$ cat src/rtl/mseq_pkg.sv
package mseq_pkg;

    typedef enum logic [1:0] {
        BR_JUMP = 2'b00,
        BR_CALL = 2'b01,
        BR_RET  = 2'b10,
        BR_MAP  = 2'b11
    } br_kind_e;

    typedef enum logic [1:0] {
        CS_ONE  = 2'b00,
        CS_IND  = 2'b01,
        CS_SIGN = 2'b10,
        CS_ZERO = 2'b11
    } cond_src_e;

endpackage

$ cat src/rtl/mseq_cstore.sv
module mseq_cstore #(
    parameter int ADDR_W = 7,
    parameter int WORD_W = 20
) (
    input  logic              clk,
    input  logic              wr_en,
    input  logic [ADDR_W-1:0] wr_addr,
    input  logic [WORD_W-1:0] wr_data,
    input  logic [ADDR_W-1:0] rd_addr,
    output logic [WORD_W-1:0] rd_data
);
    localparam int DEPTH = 1 << ADDR_W;

    logic [WORD_W-1:0] store_q [DEPTH];

    always_ff @(posedge clk) begin
        if (wr_en) begin
            store_q[wr_addr] <= wr_data;
        end
    end

    assign rd_data = store_q[rd_addr];

endmodule

$ cat src/rtl/mseq_cond_sel.sv
module mseq_cond_sel
    import mseq_pkg::*;
(
    input  cond_src_e sel,
    input  logic      ind_bit,
    input  logic      ac_sign,
    input  logic      ac_zero,
    output logic      cond
);
    always_comb begin
        unique case (sel)
            CS_ONE:  cond = 1'b1;
            CS_IND:  cond = ind_bit;
            CS_SIGN: cond = ac_sign;
            CS_ZERO: cond = ac_zero;
            default: cond = 1'b0;
        endcase
    end
endmodule

$ cat src/rtl/mseq_next_addr.sv
module mseq_next_addr
    import mseq_pkg::*;
#(
    parameter int ADDR_W   = 7,
    parameter int OPC_W    = 4,
    parameter int MAP_PAD  = 2,
    parameter int ENTRY    = 64
) (
    input  logic              clk,
    input  logic              rst_n,
    input  logic              hold,
    input  logic              cond,
    input  br_kind_e          br,
    input  logic [ADDR_W-1:0] ad,
    input  logic [OPC_W-1:0]  opcode,
    output logic [ADDR_W-1:0] car
);
    typedef struct packed {
        logic [ADDR_W-1:0] car;
        logic [ADDR_W-1:0] sbr;
    } seq_st_t;

    seq_st_t st_d, st_q;
    logic [ADDR_W-1:0] inc_d;
    logic [ADDR_W-1:0] map_d;

    always_comb begin
        st_d  = st_q;
        inc_d = st_q.car + ADDR_W'(1);
        map_d = ADDR_W'(opcode) << MAP_PAD;
        if (!hold) begin
            unique case (br)
                BR_JUMP: st_d.car = cond ? ad : inc_d;
                BR_CALL: begin
                    if (cond) begin
                        st_d.car = ad;
                        st_d.sbr = inc_d;
                    end else begin
                        st_d.car = inc_d;
                    end
                end
                BR_RET:  st_d.car = st_q.sbr;
                BR_MAP:  st_d.car = map_d;
                default: st_d     = st_q;
            endcase
        end
    end

    always_ff @(posedge clk) begin
        if (!rst_n) begin
            st_q.car <= ADDR_W'(ENTRY);
            st_q.sbr <= '0;
        end else begin
            st_q <= st_d;
        end
    end

    assign car = st_q.car;

    a_r4_jump_taken: assert property (@(posedge clk) disable iff (!rst_n)
        (!hold && br == BR_JUMP && cond) |=> (st_q.car == $past(ad)));

    a_r4_r5_fallthrough: assert property (@(posedge clk) disable iff (!rst_n)
        (!hold && (br == BR_JUMP || br == BR_CALL) && !cond)
        |=> (st_q.car == ADDR_W'($past(st_q.car) + 1)));

    a_r5_call_saves: assert property (@(posedge clk) disable iff (!rst_n)
        (!hold && br == BR_CALL && cond)
        |=> (st_q.sbr == ADDR_W'($past(st_q.car) + 1) && st_q.car == $past(ad)));

    a_r5_untaken_keeps: assert property (@(posedge clk) disable iff (!rst_n)
        (!hold && br == BR_CALL && !cond) |=> $stable(st_q.sbr));

    a_r6_return: assert property (@(posedge clk) disable iff (!rst_n)
        (!hold && br == BR_RET) |=> (st_q.car == $past(st_q.sbr)));

    a_r7_map: assert property (@(posedge clk) disable iff (!rst_n)
        (!hold && br == BR_MAP)
        |=> (st_q.car == (ADDR_W'($past(opcode)) << MAP_PAD)));

    a_r8_write_freezes: assert property (@(posedge clk) disable iff (!rst_n)
        hold |=> ($stable(st_q.car) && $stable(st_q.sbr)));

endmodule

$ cat src/rtl/mseq_top.sv
module mseq_top
    import mseq_pkg::*;
#(
    parameter int ADDR_W = 7,
    parameter int OPC_W  = 4,
    parameter int UOP_W  = 3
) (
    input  logic              clk,
    input  logic              rst_n,
    input  logic              cm_wr_en,
    input  logic [ADDR_W-1:0] cm_wr_addr,
    input  logic [3*UOP_W+4+ADDR_W-1:0] cm_wr_data,
    input  logic [OPC_W-1:0]  opcode,
    input  logic              ind_bit,
    input  logic              ac_sign,
    input  logic              ac_zero,
    output logic [UOP_W-1:0]  uop_a,
    output logic [UOP_W-1:0]  uop_b,
    output logic [UOP_W-1:0]  uop_c,
    output logic [ADDR_W-1:0] car_trace
);
    localparam int WORD_W  = 3*UOP_W + 4 + ADDR_W;
    localparam int BR_LSB  = ADDR_W;
    localparam int CD_LSB  = ADDR_W + 2;
    localparam int UC_LSB  = ADDR_W + 4;
    localparam int UB_LSB  = UC_LSB + UOP_W;
    localparam int UA_LSB  = UB_LSB + UOP_W;
    localparam int ENTRY   = 1 << (ADDR_W - 1);
    localparam int MAP_PAD = ADDR_W - OPC_W - 1;

    logic [ADDR_W-1:0] car;
    logic [WORD_W-1:0] word;
    logic              cond;
    cond_src_e         cd_sel;
    br_kind_e          br_kind;

    mseq_cstore #(.ADDR_W(ADDR_W), .WORD_W(WORD_W)) u_store (
        .clk     (clk),
        .wr_en   (cm_wr_en),
        .wr_addr (cm_wr_addr),
        .wr_data (cm_wr_data),
        .rd_addr (car),
        .rd_data (word)
    );

    assign cd_sel  = cond_src_e'(word[CD_LSB +: 2]);
    assign br_kind = br_kind_e'(word[BR_LSB +: 2]);

    mseq_cond_sel u_cond (
        .sel     (cd_sel),
        .ind_bit (ind_bit),
        .ac_sign (ac_sign),
        .ac_zero (ac_zero),
        .cond    (cond)
    );

    mseq_next_addr #(
        .ADDR_W  (ADDR_W),
        .OPC_W   (OPC_W),
        .MAP_PAD (MAP_PAD),
        .ENTRY   (ENTRY)
    ) u_next (
        .clk    (clk),
        .rst_n  (rst_n),
        .hold   (cm_wr_en),
        .cond   (cond),
        .br     (br_kind),
        .ad     (word[ADDR_W-1:0]),
        .opcode (opcode),
        .car    (car)
    );

    assign uop_a     = word[UA_LSB +: UOP_W];
    assign uop_b     = word[UB_LSB +: UOP_W];
    assign uop_c     = word[UC_LSB +: UOP_W];
    assign car_trace = car;

    a_r3_const_true: assert property (@(posedge clk) disable iff (!rst_n)
        (!cm_wr_en && cd_sel == CS_ONE && br_kind == BR_JUMP)
        |=> (car_trace == $past(word[ADDR_W-1:0])));

endmodule

$ cat config.mk
export PLATFORM = sky130hd
export DESIGN_NAME = mseq_top
export DESIGN_NICKNAME = d
export VERILOG_FILES = /design/src/rtl/mseq_pkg.sv /design/src/rtl/mseq_cstore.sv /design/src/rtl/mseq_cond_sel.sv /design/src/rtl/mseq_next_addr.sv /design/src/rtl/mseq_top.sv
export SDC_FILE = /design/constraint.sdc
export NUM_CORES = 2
export LEC_CHECK = 0
export BUFFER_PORTS_ARGS = -buffer_cell sky130_fd_sc_hd__buf_2
export CORE_MARGIN = 10
export CORE_UTILIZATION = 55
export DETAILED_ROUTE_END_ITERATION = 8
export PLACE_DENSITY = 0.8
export REMOVE_ABC_BUFFERS = 1
export SLEW_MARGIN = 10
export SYNTH_ARGS = -nofsm -noshare
export SYNTH_HDL_FRONTEND = slang
export SYNTH_SLANG_ARGS = --single-unit
$ cat constraint.sdc
create_clock -name clk -period 6.32 [get_ports clk]
set_input_delay 1.896 -clock clk [delete_from_list [all_inputs] [get_ports clk]]
set_output_delay 1.896 -clock clk [all_outputs]
set_load 0.03 [all_outputs]
== Yosys cells after proc, flatten, opt, wreduce, memory -nomap -nowiden ==
Memories as Yosys holds them, arrays and structs flattened. A register that Yosys moved wholly into a read port is not among the register bits.
Cells that the tools add are included.

* Add/sub/neg operators: 1
* Equality and inequality tests: 6
* Muxes and demuxes: 7
* Bitwise logic cells: 1
* Reduce and logical (&&, ||, !) cells: 4

{| class="wikitable"
|+ Operator list
! kind !! number
|-
| $mux 7 || 3
|-
| $pmux 7 s3 || 1
|-
| $eq 2x2->1 const B || 4
|-
| $add 7x1->7 const B || 1
|-
| $eq 2x1->1 const B || 2
|-
| $logic_not 2->1 || 2
|-
| $pmux 1 s4 || 1
|-
| $reduce_and 3->1 || 1
|-
| $mux 1 || 2
|-
| $reduce_or 2->1 || 1
|-
| $not 1->1 || 1
|}

* Flip-flop bits (word level): 14
* RAM bits: 2560
* Bits of input ports: 37
* Output and inout bits: 16
* Logic and storage cells: 22
* Memories: 1

{| class="wikitable"
|+ Memories
! memory !! depth !! width !! read ports !! clocked after memory_dff !! wr ports !! RTL line !! text
|-
| u_store.store_q || 128 || 20 || 1 || 1 || 1 || mseq_cstore.sv:14 || <nowiki>logic [WORD_W-1:0] store_q [DEPTH];</nowiki>
|}

== Depth between registers and ports, before layout ==
* Depth after elaboration: 6
* Depth in mapped cells: 16
* Depth with buffers taken out: 10

== Hierarchy ==
A second synthesis with hierarchy kept.

* Cell total of the unflattened synthesis: 3895
* Area total of the unflattened synthesis: 98468.2 um^2

{| class="wikitable"
|+ Modules (own cells, without submodules)
! module !! instances !! cells an instance !! area each (um^2) !! seq. area each (um^2)
|-
| mseq_cstore || 1 || 3792 || 97556.1 || 76873.7
|-
| mseq_next_addr || 1 || 100 || 884.6 || 280.3
|-
| mseq_cond_sel || 1 || 3 || 27.5 || 0.0
|}

== Least setup slack after synthesis ==
OpenSTA, ideal clock, no wires.

* Kind: reg-to-output
* From: register with a tool-made name
* To: output port uop_a[0]
* Arrival: 3317 ps
* Data required time: 4424 ps
* Setup slack: 1107 ps
* Stages on the path, launching flop included: 13
* Buffers on the path: 7
* Cell sequence: dfxtp_1 > buf_6 > buf_8 > buf_6 > buf_6 > buf_6 > buf_2 > buf_2 > mux4_2 > mux4_2 > mux4_2 > nand2_1 > nand2_1

{| class="wikitable"
|+ RTL lines
! element !! RTL line !! text
|-
| end: declaration || mseq_top.sv:17 || <nowiki>output logic [UOP_W-1:0] uop_a,</nowiki>
|}

==> results.py <==
metrics = {
    "synth": {
        "yosysTopAreaCellShare": 0.774,
        "synth_cells": 4271,
        "synth_edf_count": 2560,
        "yosysMostFrequentCell": "edfxtp_1",
        "synth_warnings": 0,
        "synthArstFlopShare": 0,
        "synth_common_cells": "2560 x edfxtp_1, 719 x mux4_2, 165 x nor2_1, 119 x mux2i_1, 105 x clkbuf_1",
        "ys_seq_area_frac": 0.779,
        "syn_area_um2": 99300,
        "synth_cell_type_count": 71,
        "ys_top_cells_by_area": "edfxtp_1 77%, mux4_2 16%, mux2i_1 1.2%",
        "synth.avg_cell_area_um2": 23.2,
        "synth.ff_latch_count": 2581,
        "netlist.top_cell.by_area": "edfxtp_1",
        "synth_flop_cell": "edfxtp_1",
    },
    "power_and_ir_drop": {
        "clock_power_share": 0.341,
        "pwr-share-comb": 0.197,
        "p_leak_nw": 33.6,
        "internal_power_mw": 29.9,
        "ir_drop_mv": 0.409,
        "fin_total_pwr_mw": 41.3,
        "power_frac_seq": 0.462,
        "power_density_nw_per_um2": 371,
        "power_switching_mw": 11.4,
        "swShare": 0.276,
    },
    "cts": {
        "h-tree-depth": 4,
        "numClockSinks": 2581,
        "cts.clk_slew.worst_paths_ns": 0.07,
        "numCtsBuffers": 229,
        "clockBufferDepth": 3,
        "clock_latency_ns": 0.93,
        "cts-root-buf": "clkbuf_16",
        "cts_tree": "done",
        "ctsHoldBuffers": 0,
    },
    "place": {
        "placedInstanceArea_um2": 104000,
        "hpwl_mm": 151,
        "gp_congestion": 1.00,
        "io_buffers": 52,
    },
    "critical_path": {
        "max_stage_delay_ns": 0.73,
        "critical_path_depth": 7,
        "cp-end-kind": "output pin",
        "r2r_cells": 12,
        "arrival_ns": 4.42,
        "reg2reg_slack_ns": 1.11,
        "endpoint": "uop_b[2]",
        "crit_chain": "buf_4 -> mux4_2 -> mux4_2 -> mux4_2 -> nand2_1 -> nand2_1 -> buf_2",
        "path_buf_inv": 2,
        "worstSetupPathType": "reg -> out",
        "worst_path_max_delay_cell": "dfxtp_4",
        "required_ns": 4.42,
        "crit_fanout": 37,
        "cpMostUsedCell": "mux4_2",
        "critPathLaunchType": "register",
        "critPathTopFamily": "multiplexers",
    },
    "sta": {
        "post-route-period-util": 1.00,
        "finalHoldViolations": 0,
        "rsz0062_at_grt": "false",
        "tightest_slew_ns": 1.39,
        "layout_min_cycle_time_ns": 6.32,
        "setup_violations": 1,
        "drv_slew": 0,
        "relSlewSlack": 0.0696,
        "fmax_mhz": 158,
        "layout_setup_ws_ns": -0.000106,
        "finClkSkew_ns": 0.0512,
        "timing.hold.ws_ns": 0.464,
    },
    "finish": {
        "final_nets": 4585,
        "area_growth_pct": 12.2,
        "nFillCells": 11029,
        "post-route-cell-area_um2": 111000,
        "regArea_um2": 77300,
        "drive_gt1_frac": 0.313,
        "multi_input_area_um2": 21200,
    },
    "route": {
        "wl_per_cell_um": 40.9,
        "post-route-drc-count": 3,
        "via_per_inst": 7.28,
        "drtIter0Drc": 9890,
        "num_vias": 51788,
        "ant_nets": 0,
        "dr.pass1.iters": 9,
        "wirelength_mm": 291,
    },
    "die": {
        "die_w_um": 445,
        "io_pins": 53,
        "start_util": 0.555,
        "row_count": 155,
        "die_h_um": 445,
        "core-area_um2": 179000,
        "dieArea_um2": 198000,
    },
    "hold_path": {
        "hp-class": "reg -> reg",
    },
    "grt": {
        "grt_pass1_wl_mm": 405,
        "grt_max_degree": 123,
        "grt_usage": 0.293,
        "antenna_found_initial": 28,
        "grt_pass1_vias": 51317,
        "grt_overflow_total": 0,
    },
    "run_status": {
        "status": "finished, violations left",
        "violations": "design-rule violations, negative setup slack",
    },
    "run": {
        "drv_cap": 0,
    },
}
## placed cells by master, fill, tap and decap left out, drive strengths merged, types with 5 or more instances in the layout
| cell type | Yosys | layout |
|---|---|---|
| a211oi | 6 | 6 |
| a21oi | 24 | 24 |
| a22o | 11 | 11 |
| a22oi | 63 | 63 |
| a31oi | 8 | 8 |
| and2 | 6 | 6 |
| buf | 130 | 280 |
| bufinv | 0 | 24 |
| clkbuf | 105 | 270 |
| clkinv | 2 | 115 |
| clkinvlp | 0 | 9 |
| dfxtp | 21 | 21 |
| diode | 0 | 20 |
| edfxtp | 2560 | 2560 |
| inv | 2 | 12 |
| mux2 | 7 | 7 |
| mux2i | 119 | 119 |
| mux4 | 719 | 719 |
| nand2 | 98 | 98 |
| nand2b | 10 | 10 |
| nand3 | 36 | 36 |
| nand3b | 5 | 5 |
| nand4 | 10 | 10 |
| nor2 | 166 | 166 |
| nor2b | 28 | 28 |
| nor3 | 18 | 18 |
| nor4 | 9 | 9 |
| o2111ai | 5 | 5 |
| o211ai | 7 | 7 |
| o21ai | 20 | 20 |
| o22ai | 13 | 13 |
| or3 | 7 | 7 |
## sequential cells by signal, summed over array words and instances, names as in the netlist, named ones only
| register | flops |
|---|---|
| u_next.car | 7 |
| u_next.st_q | 7 |
| u_store.store_q | 2560 |
## worst min path at each step
stage                    from  depth (start not counted)  slack, ns        endpoint
2_1_floorplan  u_next.st_q[1]                          2       0.43  u_next.st_q[1]
3_3_place_gp   u_next.st_q[1]                          2       0.44  u_next.st_q[1]
3_5_place_dp   u_next.st_q[0]                          2       0.45  u_next.st_q[0]
4_1_cts        u_next.st_q[0]                          2       0.46  u_next.st_q[0]
5_1_grt        u_next.st_q[5]                          2       0.49  u_next.st_q[5]
6_report       u_next.st_q[0]                          2       0.46  u_next.st_q[0]
## per-stage QoR
stage | TNS [ns] | instances | utilization | setup slack, ns
final | -0.000106 | 7117 | 0.622 | -0.000106
after global routing | 0 | 7108 | 0.622 | 0.0293
after CTS | 0 | 7095 | 0.622 | 0.0157
after detailed placement | 0 | 6665 | 0.579 | 0.812
after global placement | 0 | 6665 | 0.579 | 0.819
after floorplan | -675.71 | 4036 | - | -23.27
## power groups by stage
stage / sequential [mW] / combinational [mW] / clock [mW]
after floorplan: 20.0 / 5.65 / 0
after global placement: 19.5 / 7.31 / 0
after detailed placement: 19.5 / 7.46 / 0
after CTS: 19.1 / 7.81 / 14.1
after global routing: 19.1 / 8.25 / 14.7
final: 19.1 / 8.14 / 14.1
## metal layers
| metal | wire length [um] | global-route usage | share of wire |
|---|---|---|---|
| met1 | 92500 | 0.361 | 0.32 |
| met2 | 136000 | 0.444 | 0.47 |
| met3 | 41000 | 0.106 | 0.14 |
| met4 | 21400 | 0.178 | 0.074 |
| met5 | 523 | 0.00745 | 0.0018 |
## timing repair
item                       4_1_cts  5_1_grt
resized for setup                0        4
setup endpoints to repair        9        5
pin swaps                        0        0
setup buffers                    4        1
## cells by family (layout without fill, tap and decap cells)
kind of cell,after synthesis,after routing,share of synthesized area
adders and majority gates,1,1,0.000126
xor gates and xnor gates,5,5,0.000441
buffers and inverters,239,710,0.0120
DFF,2581,2581,0.779
muxes,845,845,0.176
other,0,20,0
and+or+nand+nor,403,403,0.0186
AOI/OAI and AO/OA,197,197,0.0143
## worst reg2reg max path, stage by stage, from the launching register on
cell and delay, ns:
dfxtp_4 0.73, buf_12 0.29, buf_4 0.51, and2_1 0.48
nand2_1 0.50, o211ai_1 0.44, a2111o_1 0.32, o31a_1 0.42
and3_1 0.27, o211a_1 0.26, or2_2 0.38, mux2i_1 0.25
a41oi_1 0.18
## cell type report
| class | instances | area share |
|---|---|---|
| antenna | 20 | 0.000449 |
| clock buffer | 270 | 0.0530 |
| clock inverter | 156 | 0.0144 |
| inverter | 4 | 0.000180 |
| multi-input combinational | 1451 | 0.191 |
| sequential | 2581 | 0.694 |
| tap | 2355 | 0.0265 |
| timing repair buffer | 280 | 0.0206 |
Power figures use the tool's default switching activity.
